--- src/rtl/bfly_pkg.sv ---
package bfly_pkg;
  localparam int unsigned TBL_W = 4;

  // Pick one table entry: partner bit is the high index bit, own bit the low one.
  function automatic logic lut2_pick(input logic [TBL_W-1:0] tbl,
                                     input logic own, input logic partner);
    return tbl[{partner, own}];
  endfunction
endpackage

--- src/rtl/bfly_row.sv ---
module bfly_row
  import bfly_pkg::*;
#(
  parameter int unsigned WIDTH = 64,
  parameter int unsigned STEP  = 1
) (
  input  logic [WIDTH-1:0] x_in,
  input  logic             row_en,
  input  logic [TBL_W-1:0] tbl,
  output logic [WIDTH-1:0] x_out
);
  for (genvar j = 0; j < WIDTH; j++) begin : g_bit
    localparam int unsigned PARTNER = j ^ STEP;
    assign x_out[j] = row_en ? lut2_pick(tbl, x_in[j], x_in[PARTNER]) : x_in[j];
  end
endmodule

--- src/rtl/bfly_slot.sv ---
module bfly_slot #(
  parameter int unsigned PW = 8
) (
  input  logic          clk,
  input  logic          rst_n,
  input  logic          up_valid,
  output logic          up_ready,
  input  logic [PW-1:0] up_data,
  output logic          dn_valid,
  input  logic          dn_ready,
  output logic [PW-1:0] dn_data
);
  logic          full_q;
  logic [PW-1:0] data_q;

  assign up_ready = !full_q || dn_ready;
  assign dn_valid = full_q;
  assign dn_data  = data_q;

  always_ff @(posedge clk) begin
    if (!rst_n)        full_q <= 1'b0;
    else if (up_ready) full_q <= up_valid;
  end

  always_ff @(posedge clk) begin
    if (up_ready && up_valid) data_q <= up_data;
  end

  // a stalled word is neither lost nor altered
  p_keep_valid_r9: assert property (@(posedge clk) disable iff (!rst_n)
    (dn_valid && !dn_ready) |=> dn_valid);
  p_keep_data_r9: assert property (@(posedge clk) disable iff (!rst_n)
    (dn_valid && !dn_ready) |=> $stable(dn_data));
endmodule

--- src/rtl/bfly_lut_permuter.sv ---
module bfly_lut_permuter
  import bfly_pkg::*;
#(
  parameter int unsigned WIDTH     = 64,
  parameter int unsigned TBL_IN_W  = 8,
  parameter logic [5:0]  PIPE_MASK = 6'b100100
) (
  input  logic                clk,
  input  logic                rst_n,
  input  logic                in_valid,
  output logic                in_ready,
  input  logic [WIDTH-1:0]    in_data,
  input  logic [WIDTH-1:0]    in_shift,
  input  logic [TBL_IN_W-1:0] in_tbl,
  output logic                out_valid,
  input  logic                out_ready,
  output logic [WIDTH-1:0]    out_data
);
  localparam int unsigned LOG2  = $clog2(WIDTH);
  localparam int unsigned PW    = WIDTH + LOG2 + TBL_W;
  localparam int unsigned NSLOT = $countones(PIPE_MASK[LOG2-1:0]);
  localparam int unsigned CNT_W = $clog2(NSLOT + 2);

  // Position p sits before row p; position LOG2 is the output.
  logic [WIDTH-1:0] x_p   [0:LOG2];
  logic [LOG2-1:0]  amt_p [0:LOG2];
  logic [TBL_W-1:0] tbl_p [0:LOG2];
  logic             v_p   [0:LOG2];
  logic             r_p   [0:LOG2];

  assign x_p[0]   = in_data;
  assign amt_p[0] = in_shift[LOG2-1:0];
  assign tbl_p[0] = in_tbl[TBL_W-1:0];
  assign v_p[0]   = in_valid;
  assign in_ready = r_p[0];

  assign out_data   = x_p[LOG2];
  assign out_valid  = v_p[LOG2];
  assign r_p[LOG2]  = out_ready;

  logic unused_hi;
  assign unused_hi = ^{in_shift[WIDTH-1:LOG2], in_tbl[TBL_IN_W-1:TBL_W],
                       amt_p[LOG2], tbl_p[LOG2]};

  for (genvar k = 0; k < LOG2; k++) begin : g_row
    logic [WIDTH-1:0] row_y;

    bfly_row #(.WIDTH(WIDTH), .STEP(1 << k)) u_row (
      .x_in  (x_p[k]),
      .row_en(amt_p[k][k]),
      .tbl   (tbl_p[k]),
      .x_out (row_y)
    );

    // a row whose amount bit is clear leaves the word untouched
    p_row_bypass_r5: assert property (@(posedge clk) disable iff (!rst_n)
      !amt_p[k][k] |-> (row_y == x_p[k]));

    if (PIPE_MASK[k]) begin : g_reg
      logic [PW-1:0] dn_pl;
      bfly_slot #(.PW(PW)) u_slot (
        .clk     (clk),
        .rst_n   (rst_n),
        .up_valid(v_p[k]),
        .up_ready(r_p[k]),
        .up_data ({row_y, amt_p[k], tbl_p[k]}),
        .dn_valid(v_p[k+1]),
        .dn_ready(r_p[k+1]),
        .dn_data (dn_pl)
      );
      assign {x_p[k+1], amt_p[k+1], tbl_p[k+1]} = dn_pl;
    end else begin : g_wire
      assign x_p[k+1]   = row_y;
      assign amt_p[k+1] = amt_p[k];
      assign tbl_p[k+1] = tbl_p[k];
      assign v_p[k+1]   = v_p[k];
      assign r_p[k]     = r_p[k+1];
    end
  end

  // Words in flight: never more than the number of slices
  logic [CNT_W-1:0] inflight_q;
  always_ff @(posedge clk) begin
    if (!rst_n) inflight_q <= '0;
    else begin
      case ({in_valid && in_ready, out_valid && out_ready})
        2'b10:   inflight_q <= inflight_q + 1'b1;
        2'b01:   inflight_q <= inflight_q - 1'b1;
        default: inflight_q <= inflight_q;
      endcase
    end
  end

  p_inflight_bound_r9: assert property (@(posedge clk) disable iff (!rst_n)
    inflight_q <= CNT_W'(NSLOT));
  p_no_output_when_empty_r9: assert property (@(posedge clk) disable iff (!rst_n)
    (NSLOT != 0 && inflight_q == '0) |-> !out_valid);

  if (NSLOT != 0) begin : g_rst_chk
    p_reset_empty_r10: assert property (@(posedge clk)
      !rst_n |=> !out_valid);
  end
endmodule

--- config.mk ---
export PLATFORM = sky130hd
export DESIGN_NAME = bfly_lut_permuter
export DESIGN_NICKNAME = d
export VERILOG_FILES = /design/src/rtl/bfly_pkg.sv /design/src/rtl/bfly_row.sv /design/src/rtl/bfly_slot.sv /design/src/rtl/bfly_lut_permuter.sv
export SDC_FILE = /design/constraint.sdc
export NUM_CORES = 1
export LEC_CHECK = 0
export ABC_AREA = 1
export BUFFER_PORTS_ARGS = -buffer_cell sky130_fd_sc_hd__buf_2
export CORE_MARGIN = 1
export CORE_UTILIZATION = 35
export CTS_CLUSTER_DIAMETER = 40
export DETAILED_ROUTE_END_ITERATION = 10
export PLACE_DENSITY_LB_ADDON = 0.08
export SLEW_MARGIN = 20
export SYNTH_ARGS = -nofsm -noshare
export SYNTH_HDL_FRONTEND = slang
export SYNTH_HIERARCHICAL = 1
export SYNTH_SLANG_ARGS = --single-unit
--- constraint.sdc ---
create_clock -name clk -period 16.6 [get_ports clk]
set_clock_uncertainty 0.05 [all_clocks]
set_input_delay 3.32 -clock clk [delete_from_list [all_inputs] [get_ports clk]]
set_output_delay 3.32 -clock clk [all_outputs]
set_load 0.01 [all_outputs]
==> summary.txt, run 1 <==
Status
  • Outcome: completed

Critical path
  • Setup crit end kind: output pin
  • CP max stage delay: 0.14 ns
  • Crit path launch type: input port
  • Slowest CP cell: buf_2
  • R2R Path Start: g_row[2].g_reg.u_slot/dn_data[2]
  • Worst Setup SP: out_ready
  • Worst path required time: 13.23 ns
  • CP Data Arrival Time: 3.84 ns
  • Kind of critical path: in2out
  • Maximum fanout along the worst path: 2
  • R2R setup slack: 12.07 ns
  • Worst path cell trace: buf_2 -> inv_2 -> nand2_2 -> inv_2 -> nand2_2 -> buf_2

Placement
  • Routability congestion estimate: 0.833
  • Placed Area: 20800 um2
  • Final HPWL DP: 44.6 mm
  • Dpl ws: 9.38 ns
  • Port bufs: 143

Synthesis
  • Mean Syn Cell Area: 5.08 um2
  • Synth Instances: 3986
  • Mapped Nets: 4126
  • Post-Syn Area: 20200 um2
  • Yosys warns: 6

Routing
  • Drt wl/cell: 13.7 um
  • Post-Route WL: 65.0 mm
  • Remaining antenna violation count: 0
  • Routed vias: 23.0k
  • Pre-antenna DRT Iters: 6
  • Vias per cell: 4.84
  • Drt initial violations: 1767
  • DRC viols: 0

Clocking
  • Clk slew on worst S/H paths: 0.06 ns
  • Clk sink count: 137
  • Post-CTS Repair Setup Buffers: 0
  • CTS Hold Bufs: 0
  • Max Root-Sink Buffers: 2
  • Clk Latency, worst-skew pair: 0.45 ns
  • Root Driver: clkbuf_16
  • Number of CTS-inserted buffers: 17
  • Post_cts resized: 0
  • Htree depth: 4
  • CTS tree: yes

Worst hold path
  • Hold Crit Start: g_row[2].g_reg.u_slot/dn_valid
  • Hold WC Path Type: reg2reg

Cells and area
  • Area growth syn-to-layout: 5.59%
  • FF/Latch Area: 4090 um2
  • Layout cells sized above 1: 5.54%
  • Finished Cell Area: 21400 um2
  • Fill cells: 6469
  • Nets: 4118
  • Util after Layout: 37.6%
  • Area of the multi-input gates: 13200 um2

STA
  • Period utilisation layout: 43.5%
  • Unrepaired setup endpoints after global routing: no
  • Final min period: 7.21 ns
  • Max Slew Vio Count: 0
  • Finish-stage setup viols: 0
  • Worst-margin pin slew: 0.883 ns
  • Fmax: 139 MHz
  • Fin Hold WS: 0.477 ns
  • Hold violation count in the final report: 0
  • Final worst slack: 9.39 ns
  • Worst rel slew slack: 41.1%
  • Setup TNS: 0 ns

Floorplan
  • Die span in x: 243 um
  • Die height: 243 um
  • Die footprint: 58800 um2
  • Initial Utilization: 35.6%
  • Core ar.: 56800 um2
  • Placement Rows: 87
  • I/O Pins: 206

Power
  • Max VDD drop: 0.0543 mV
  • PD cells: 76.7 nW/um2
  • Leakage: 12.3 nW

Global route
  • Largest net degree at the start of global routing: 118
  • Number of global-route vias before repair: 19.5k
  • First-pass GRT wire length: 104 mm
  • GR Overflow Total: 0
  • GR Util All Layers: 21.4%
  • Initial antenna violation count: 2

Job
  • Maxcap violations: 0
## path summary, 6_finish.rpt
kind	endpoint	cells after the start
setup / recovery	in_ready	6
hold / removal	g_row[2].g_reg.u_slot/dn_valid	2
setup reg to reg	g_row[5].g_reg.u_slot/dn_data[24]	16
hold reg to reg	g_row[2].g_reg.u_slot/dn_valid	2
## metrics by stage
step	std cells	power, mW
3_5_place_dp	4715	1.25
2_1_floorplan	3986	1.06
4_1_cts	4745	1.65
3_3_place_gp	4715	1.25
5_1_grt	4746	1.78
6_report	4746	1.64
## worst max-delay path, delay by kind of cell
family	cells	cell delay, ns
buffers and inverters	4	0.40
AND/OR/NAND/NOR	2	0.13
## cell usage in the layout, fill, tap and decap left out
master / instances
buf_12: 1
a21oi_4: 2
clkinv_1: 1
inv_1: 397
clkinv_4: 1
edfxtp_1: 135
a21oi_1: 189
clkinvlp_4: 1
diode_2: 1
clkbuf_1: 4
buf_4: 34
clkbuf_16: 17
nand2_1: 2226
a21oi_2: 11
buf_6: 2
clkinv_2: 2
nand3_1: 596
nor2_1: 218
bufinv_16: 4
nand2_2: 2
inv_2: 5
dfxtp_1: 2
buf_2: 139
## power breakdown
group	switching [mW]	leakage (nW)	internal (mW)
sequential	0.0290	1.31	0.437
combinational	0.536	10.7	0.239
clock	0.150	0.284	0.248
total	0.715	12.3	0.924
## routing by layer
metal,wire (um),part of all wire (%),vias to the layer above,GRT usage (%)
li1,-,-,12300,-
met1,31600,49,10000,30.7
met4,1190,1.8,0,6.11
met2,29200,45,556,34.1
met5,0,0,-,0
met3,2990,4.6,48,1.76
## cell type report
| cell class | instances | share of cell area (%) |
|---|---|---|
| multi-input combinational | 3244 | 61.9 |
| sequential | 137 | 19.1 |
| inverter | 402 | 7.06 |
| timing repair buffer | 176 | 4.65 |
| tap | 756 | 4.42 |
| clock buffer | 21 | 2.06 |
| clock inverter | 9 | 0.702 |
| antenna | 1 | 0.0117 |
## registers in the layout (all words and copies together), names as in the netlist
register / cells
g_row.g_reg.u_slot/dn_valid: 2
g_row.g_reg.u_slot/dn_data: 135
(Power assumes the default switching activity.)
==> run 2: changes to the inputs <==
--- a/config.mk
+++ b/config.mk
@@ -5,7 +5,7 @@
 export SDC_FILE = /design/constraint.sdc
 export NUM_CORES = 1
 export LEC_CHECK = 0
-export ABC_AREA = 1
+export ABC_AREA = 0
 export BUFFER_PORTS_ARGS = -buffer_cell sky130_fd_sc_hd__buf_2
 export CORE_MARGIN = 1
 export CORE_UTILIZATION = 35
==> constraint.sdc (replaced) <==
create_clock -name clk -period 7.4 [get_ports clk]
set_clock_uncertainty 0.05 [all_clocks]
set_input_delay 1.48 -clock clk [delete_from_list [all_inputs] [get_ports clk]]
set_output_delay 1.48 -clock clk [all_outputs]
set_load 0.01 [all_outputs]
==> summary.txt, run 2 <==
Status
  • Outcome: completed

Critical path
  • CP max stage delay: 0.85 ns (+0.71 ns)
  • Worst Setup SP: in_shift[0]
  • Kind of critical path: in2reg
  • Slowest CP cell: nor2b_4
  • Maximum fanout along the worst path: 49 (+47)
  • Worst path cell trace: buf_2 -> nor2b_4 -> a21oi_1 -> o221a_1 -> mux2_2 -> a21oi_1 -> a31oi_1 -> mux2_2 -> a21oi_1 -> a31oi_1
  • Worst path required time: 7.53 ns (-5.70 ns)
  • Crit path launch type: input port
  • Cell mode on critical path: a21oi_1
  • R2R Path Start: g_row[2].g_reg.u_slot/dn_data[3]
  • CP Data Arrival Time: 5.08 ns (+1.24 ns)
  • Setup crit end kind: flip-flop

Global route
  • GR Util All Layers: 22.0% (+0.54 points)
  • GR Overflow Total: 0 (unchanged)
  • Initial antenna violation count: 1 (-1)
  • Largest net degree at the start of global routing: 97 (-18%)
  • First-pass GRT wire length: 95.3 mm (-8.1%)
  • Number of global-route vias before repair: 15.4k (-21%)

Placement
  • Routability congestion estimate: 0.773 (-7.3%)
  • Final HPWL DP: 41.1 mm (-7.8%)
  • Port bufs: 143 (unchanged)

Synthesis
  • Synth Instances: 2317 (-42%)
  • Post-Syn Area: 19200 um2 (-5.0%)
  • Mean Syn Cell Area: 8.30 um2 (+63%)
  • Yosys warns: 6 (unchanged)
  • Mapped Nets: 2457 (-40%)

STA
  • Period utilisation layout: 67.0%
  • Hold violation count in the final report: 0 (unchanged)
  • Final min period: 4.96 ns
  • Setup TNS: 0 ns (unchanged)
  • Fmax: 202 MHz
  • Max Slew Vio Count: 0 (unchanged)
  • Finish-stage setup viols: 0 (unchanged)
  • Worst-margin pin slew: 1.10 ns (+0.221 ns)
  • Worst rel slew slack: 26.0% (-15 points)
  • Unrepaired setup endpoints after global routing: no

Routing
  • Drt wl/cell: 22.6 um (+65%)
  • Post-Route WL: 63.3 mm (-2.7%)
  • Drt initial violations: 1302 (-26%)
  • Vias per cell: 6.30 (+30%)
  • Remaining antenna violation count: 0 (unchanged)
  • Pre-antenna DRT Iters: 5 (-1)
  • DRC viols: 0 (unchanged)
  • Routed vias: 17.6k (-23%)

Floorplan
  • Initial Utilization: 35.6% (-0.042 points)
  • Die height: 236 um (-2.5%)
  • Die span in x: 236 um (-2.5%)
  • Core ar.: 54000 um2 (-4.9%)
  • I/O Pins: 206 (unchanged)
  • Die footprint: 55900 um2 (-5.0%)
  • Placement Rows: 85 (-2.3%)

Cells and area
  • Nets: 2226 (-46%)
  • Layout cells sized above 1: 20.2% (+15 points)
  • Max reg flops: 135 (unchanged)
  • Util after Layout: 36.2% (-1.4 points)
  • Area of the multi-input gates: 13000 um2 (-1.7%)
  • Area growth syn-to-layout: 1.81%
  • Fill cells: 5524 (-15%)
  • FF/Latch Area: 4090 um2 (unchanged)
  • Most frequent cells in the layout: 378 x a21oi_1, 378 x a31oi_1, 198 x mux2_2

Clocking
  • Clk sink count: 137 (unchanged)
  • CTS Hold Bufs: 0 (unchanged)
  • Root Driver: clkbuf_16
  • Clk Latency, worst-skew pair: 0.48 ns (+0.03 ns)
  • Post-CTS Repair Setup Buffers: 0 (unchanged)
  • Max Root-Sink Buffers: 2 (unchanged)
  • CTS tree: yes
  • Number of CTS-inserted buffers: 17 (unchanged)
  • Htree depth: 4 (unchanged)
  • Clk slew on worst S/H paths: 0.06 ns (about the same)
  • Post_cts resized: 0 (unchanged)

Power
  • PD cells: 198 nW/um2 (+160%)
  • Leakage: 6.52 nW (-47%)
  • Cell internal pwr: 2.30 mW (+150%)
  • Max VDD drop: 0.199 mV (+270%)
  • Switch Pwr: 1.58 mW (+120%)
  • Flop pwr share: 28.2% (-0.2 points)
  • Clock power frac: 23.8% (-0.5 points)
  • Combinational share of power: 48.0% (+0.7 points)
  • Sw Ratio: 40.8% (-2.8 points)

Worst hold path
  • Hold Crit Start: g_row[2].g_reg.u_slot/dn_valid
  • Hold WC Path Type: reg2reg

Job
  • Maxcap violations: 0 (unchanged)
run 2: area by class of cell:
| class | count | share of cell area, % |
|---|---|---|
| Multi-Input combinational cell | 1752 | 66.5 |
| Clock buffer | 17 | 2.17 |
| Inverter | 8 | 0.153 |
| Clock inverter | 15 | 0.965 |
| Timing Repair Buffer | 170 | 4.81 |
| Tap cell | 696 | 4.45 |
| Antenna cell | 1 | 0.0128 |
| Sequential cell | 137 | 20.9 |
run 2: routing by layer:
metal,vias to the layer above,wire length [um],track usage [%]
li1,8567,-,-
met1,8658,31400,31.1
met2,332,28300,34.1
met3,60,1760,2.74
met4,0,1800,7.85
met5,-,0,0
run 2: worst paths after layout:
kind,cells past startpoint,slack (ns),endpoint
worst min register to register,2,0.46,g_row[5].g_reg.u_slot/dn_valid
worst max register to register,10,3.07,g_row[5].g_reg.u_slot/dn_data[63]
worst min-delay path,2,0.46,g_row[5].g_reg.u_slot/dn_valid
worst max-delay path,10,2.44,g_row[2].g_reg.u_slot/dn_data[19]
run 2: worst max-delay path: cells and delay by family:
family	cells	cell delay, ns
AOI/OAI and AO/OA	6	1.43
buffers and inverters	1	0.63
muxes	2	0.67
and+or+nand+nor	1	0.85
run 2: through the flow:
step	worst slack [ns]	cells	hold slack (ns)	power [mW]	area [um2]
floorplan	3.47	2317	0.430	2.58	19200
global placement	2.02	2763	0.441	2.92	19000
detailed placement	1.98	2763	0.446	2.97	19000
CTS	2.52	2795	0.457	3.90	19600
global route	2.22	2795	0.473	4.12	19600
finish	2.44	2796	0.456	3.88	19600
run 2: power groups by stage:
stage / combinational [mW] / clock, mW / sequential, mW
2_1_floorplan: 1.51 / 0 / 1.07
3_3_place_gp: 1.81 / 0 / 1.11
3_5_place_dp: 1.85 / 0 / 1.11
4_1_cts: 1.86 / 0.947 / 1.10
5_1_grt: 2.03 / 0.976 / 1.11
6_report: 1.87 / 0.923 / 1.10
==> run 3: changes to the inputs <==
==> constraint.sdc (replaced) <==
create_clock -name clk -period 5.04 [get_ports clk]
set_clock_uncertainty 0.05 [all_clocks]
set_input_delay 1.008 -clock clk [delete_from_list [all_inputs] [get_ports clk]]
set_output_delay 1.008 -clock clk [all_outputs]
set_load 0.01 [all_outputs]
==> summary.txt, run 3 (synthesized netlist as in run 2, its figures left out) <==
Status
  • Outcome: completed

Cells and area
  • FF/Latch Area: 4090 um2 (unchanged)
  • Most frequent cells in the layout: 378 x a21oi_1, 378 x a31oi_1, 198 x mux2_2
  • Util after Layout: 36.6% (+0.35 points)
  • Finished Cell Area: 19800 um2 (+0.97%)
  • Fill cells: 5446 (-1.4%)
  • Fin cells: 2811 (+0.54%)
  • Max reg flops: 135 (unchanged)
  • Nets: 2242 (+0.72%)
  • Area growth syn-to-layout: 2.80%
  • Area of the multi-input gates: 13000 um2 (unchanged)
  • ANT cells: 0 (-1)
  • Layout cells sized above 1: 20.8% (+0.65 points)

Critical path
  • Crit path max-delay family: compound AO/OA/AOI/OAI gates
  • CP Data Arrival Time: 4.26 ns (-0.82 ns)
  • Buf/Inv on CP: 1 (unchanged)
  • Kind of critical path: reg2reg
  • Slowest CP cell: edfxtp_1
  • Setup crit end kind: flip-flop
  • Worst path cell trace: buf_4 -> mux2i_1 -> a31oi_1 -> nor3b_1 -> a31oi_1 -> o221a_1 -> mux2_2 -> a21oi_1 -> a31oi_1
  • Maximum fanout along the worst path: 68 (+39%)
  • Cell mode on critical path: a31oi_1
  • Worst path required time: 5.16 ns (-2.37 ns)
  • Crit path launch type: flip-flop
  • CP max stage delay: 1.03 ns (+0.18 ns)

Floorplan
  • Core ar.: 54000 um2 (unchanged)
  • Die footprint: 55900 um2 (unchanged)
  • I/O Pins: 206 (unchanged)
  • Placement Rows: 85 (unchanged)
  • Die span in x: 236 um (unchanged)
  • Initial Utilization: 35.6% (unchanged)
  • Die height: 236 um (unchanged)

Clocking
  • Post-CTS Repair Setup Buffers: 0 (unchanged)
  • Number of CTS-inserted buffers: 17 (unchanged)
  • Post_cts resized: 0 (unchanged)
  • Htree depth: 4 (unchanged)
  • CTS Hold Bufs: 0 (unchanged)
  • Clk sink count: 137 (unchanged)
  • Max Root-Sink Buffers: 2 (unchanged)
  • CTS tree: yes
  • Clk Latency, worst-skew pair: 0.48 ns (about the same)
  • Root Driver: clkbuf_16
  • Clk slew on worst S/H paths: 0.06 ns (about the same)

Global route
  • GR Overflow Total: 0 (unchanged)
  • Largest net degree at the start of global routing: 98 (+1.0%)
  • Initial antenna violation count: 2 (+1)
  • First-pass GRT wire length: 96.3 mm (+1.1%)
  • GR Util All Layers: 22.1% (+0.16 points)
  • Number of global-route vias before repair: 15.5k (+0.68%)

Power
  • Tot Pwr: 5.82 mW (+50%)
  • Max VDD drop: 0.287 mV (+45%)
  • Leakage: 6.63 nW (+1.8%)
  • PD cells: 294 nW/um2 (+48%)

Placement
  • Placed Area: 19100 um2 (+0.90%)
  • Routability congestion estimate: 0.784 (+1.4%)
  • Dpl cells: 2779 (+0.58%)
  • Dpl ws: 0.762 ns (-1.21 ns)
  • Final HPWL DP: 42.8 mm (+4.2%)
  • Port bufs: 143 (unchanged)

Job
  • Maxcap violations: 0 (unchanged)

STA
  • Unrepaired setup endpoints after global routing: no
  • Fmax: 241 MHz
  • Fin Hold WS: 0.465 ns (+0.00910 ns)
  • Final worst slack: 0.898 ns (-1.55 ns)
  • Setup TNS: 0 ns (unchanged)
  • Max Slew Vio Count: 0 (unchanged)
  • Finish-stage setup viols: 0 (unchanged)
  • Hold violation count in the final report: 0 (unchanged)
  • Final min period: 4.14 ns
  • Period utilisation layout: 82.2%
  • Worst-margin pin slew: 1.04 ns (-0.0684 ns)
  • Worst rel slew slack: 30.9% (+4.9 points)

Routing
  • Vias per cell: 6.33 (+0.49%)
  • Routed vias: 17.8k (+1.0%)
  • DRC viols: 0 (unchanged)
  • Pre-antenna DRT Iters: 6 (+1)
  • Remaining antenna violation count: 0 (unchanged)
  • Post-Route WL: 64.5 mm (+1.9%)
  • Drt initial violations: 1372 (+5.4%)
  • Drt wl/cell: 22.9 um (+1.3%)

Worst hold path
  • Hold WC Path Type: reg2reg
==> run 3: worst paths after layout <==
check,startpoint,end,slack (ns),cells after the start
max,g_row[2].g_reg.u_slot/dn_data[3],g_row[5].g_reg.u_slot/dn_data[68],0.90,9
min,g_row[5].g_reg.u_slot/dn_valid,g_row[5].g_reg.u_slot/dn_valid,0.46,2
max reg2reg,g_row[2].g_reg.u_slot/dn_data[3],g_row[5].g_reg.u_slot/dn_data[68],0.90,9
min reg2reg,g_row[5].g_reg.u_slot/dn_valid,g_row[5].g_reg.u_slot/dn_valid,0.46,2
==> run 3: final cells by class <==
type / count / area share, %
well taps: 696 / 4.41
repair buffers: 186 / 5.62
multi-input cells: 1752 / 65.9
clock inverters: 15 / 1.07
flip-flops and latches: 137 / 20.7
inverters: 8 / 0.152
clock buffers: 17 / 2.15
==> run 3: per-layer routing <==
layer,up-vias,routed length (um),global-route usage [%],share of wire [%]
met3,37,2200,2.69,3.4
met4,0,923,4.98,1.4
met1,8773,31500,31.1,49
li1,8603,-,-,-
met2,386,29900,35.8,46
met5,-,0,0,0
==> run 3: worst reg2reg max path: stages (launching register included) <==
cell and delay [ns]:
edfxtp_1 1.03, buf_4 0.85, mux2i_1 0.21, a31oi_1 0.56
nor3b_1 0.26, a31oi_1 0.06, o221a_1 0.29, mux2_2 0.32
a21oi_1 0.14, a31oi_1 0.07
==> run 3: power breakdown <==
group	switching (mW)	internal, mW
sequential	0.153	1.47
clock	0.581	0.838
combinational	1.63	1.14
total	2.37	3.45
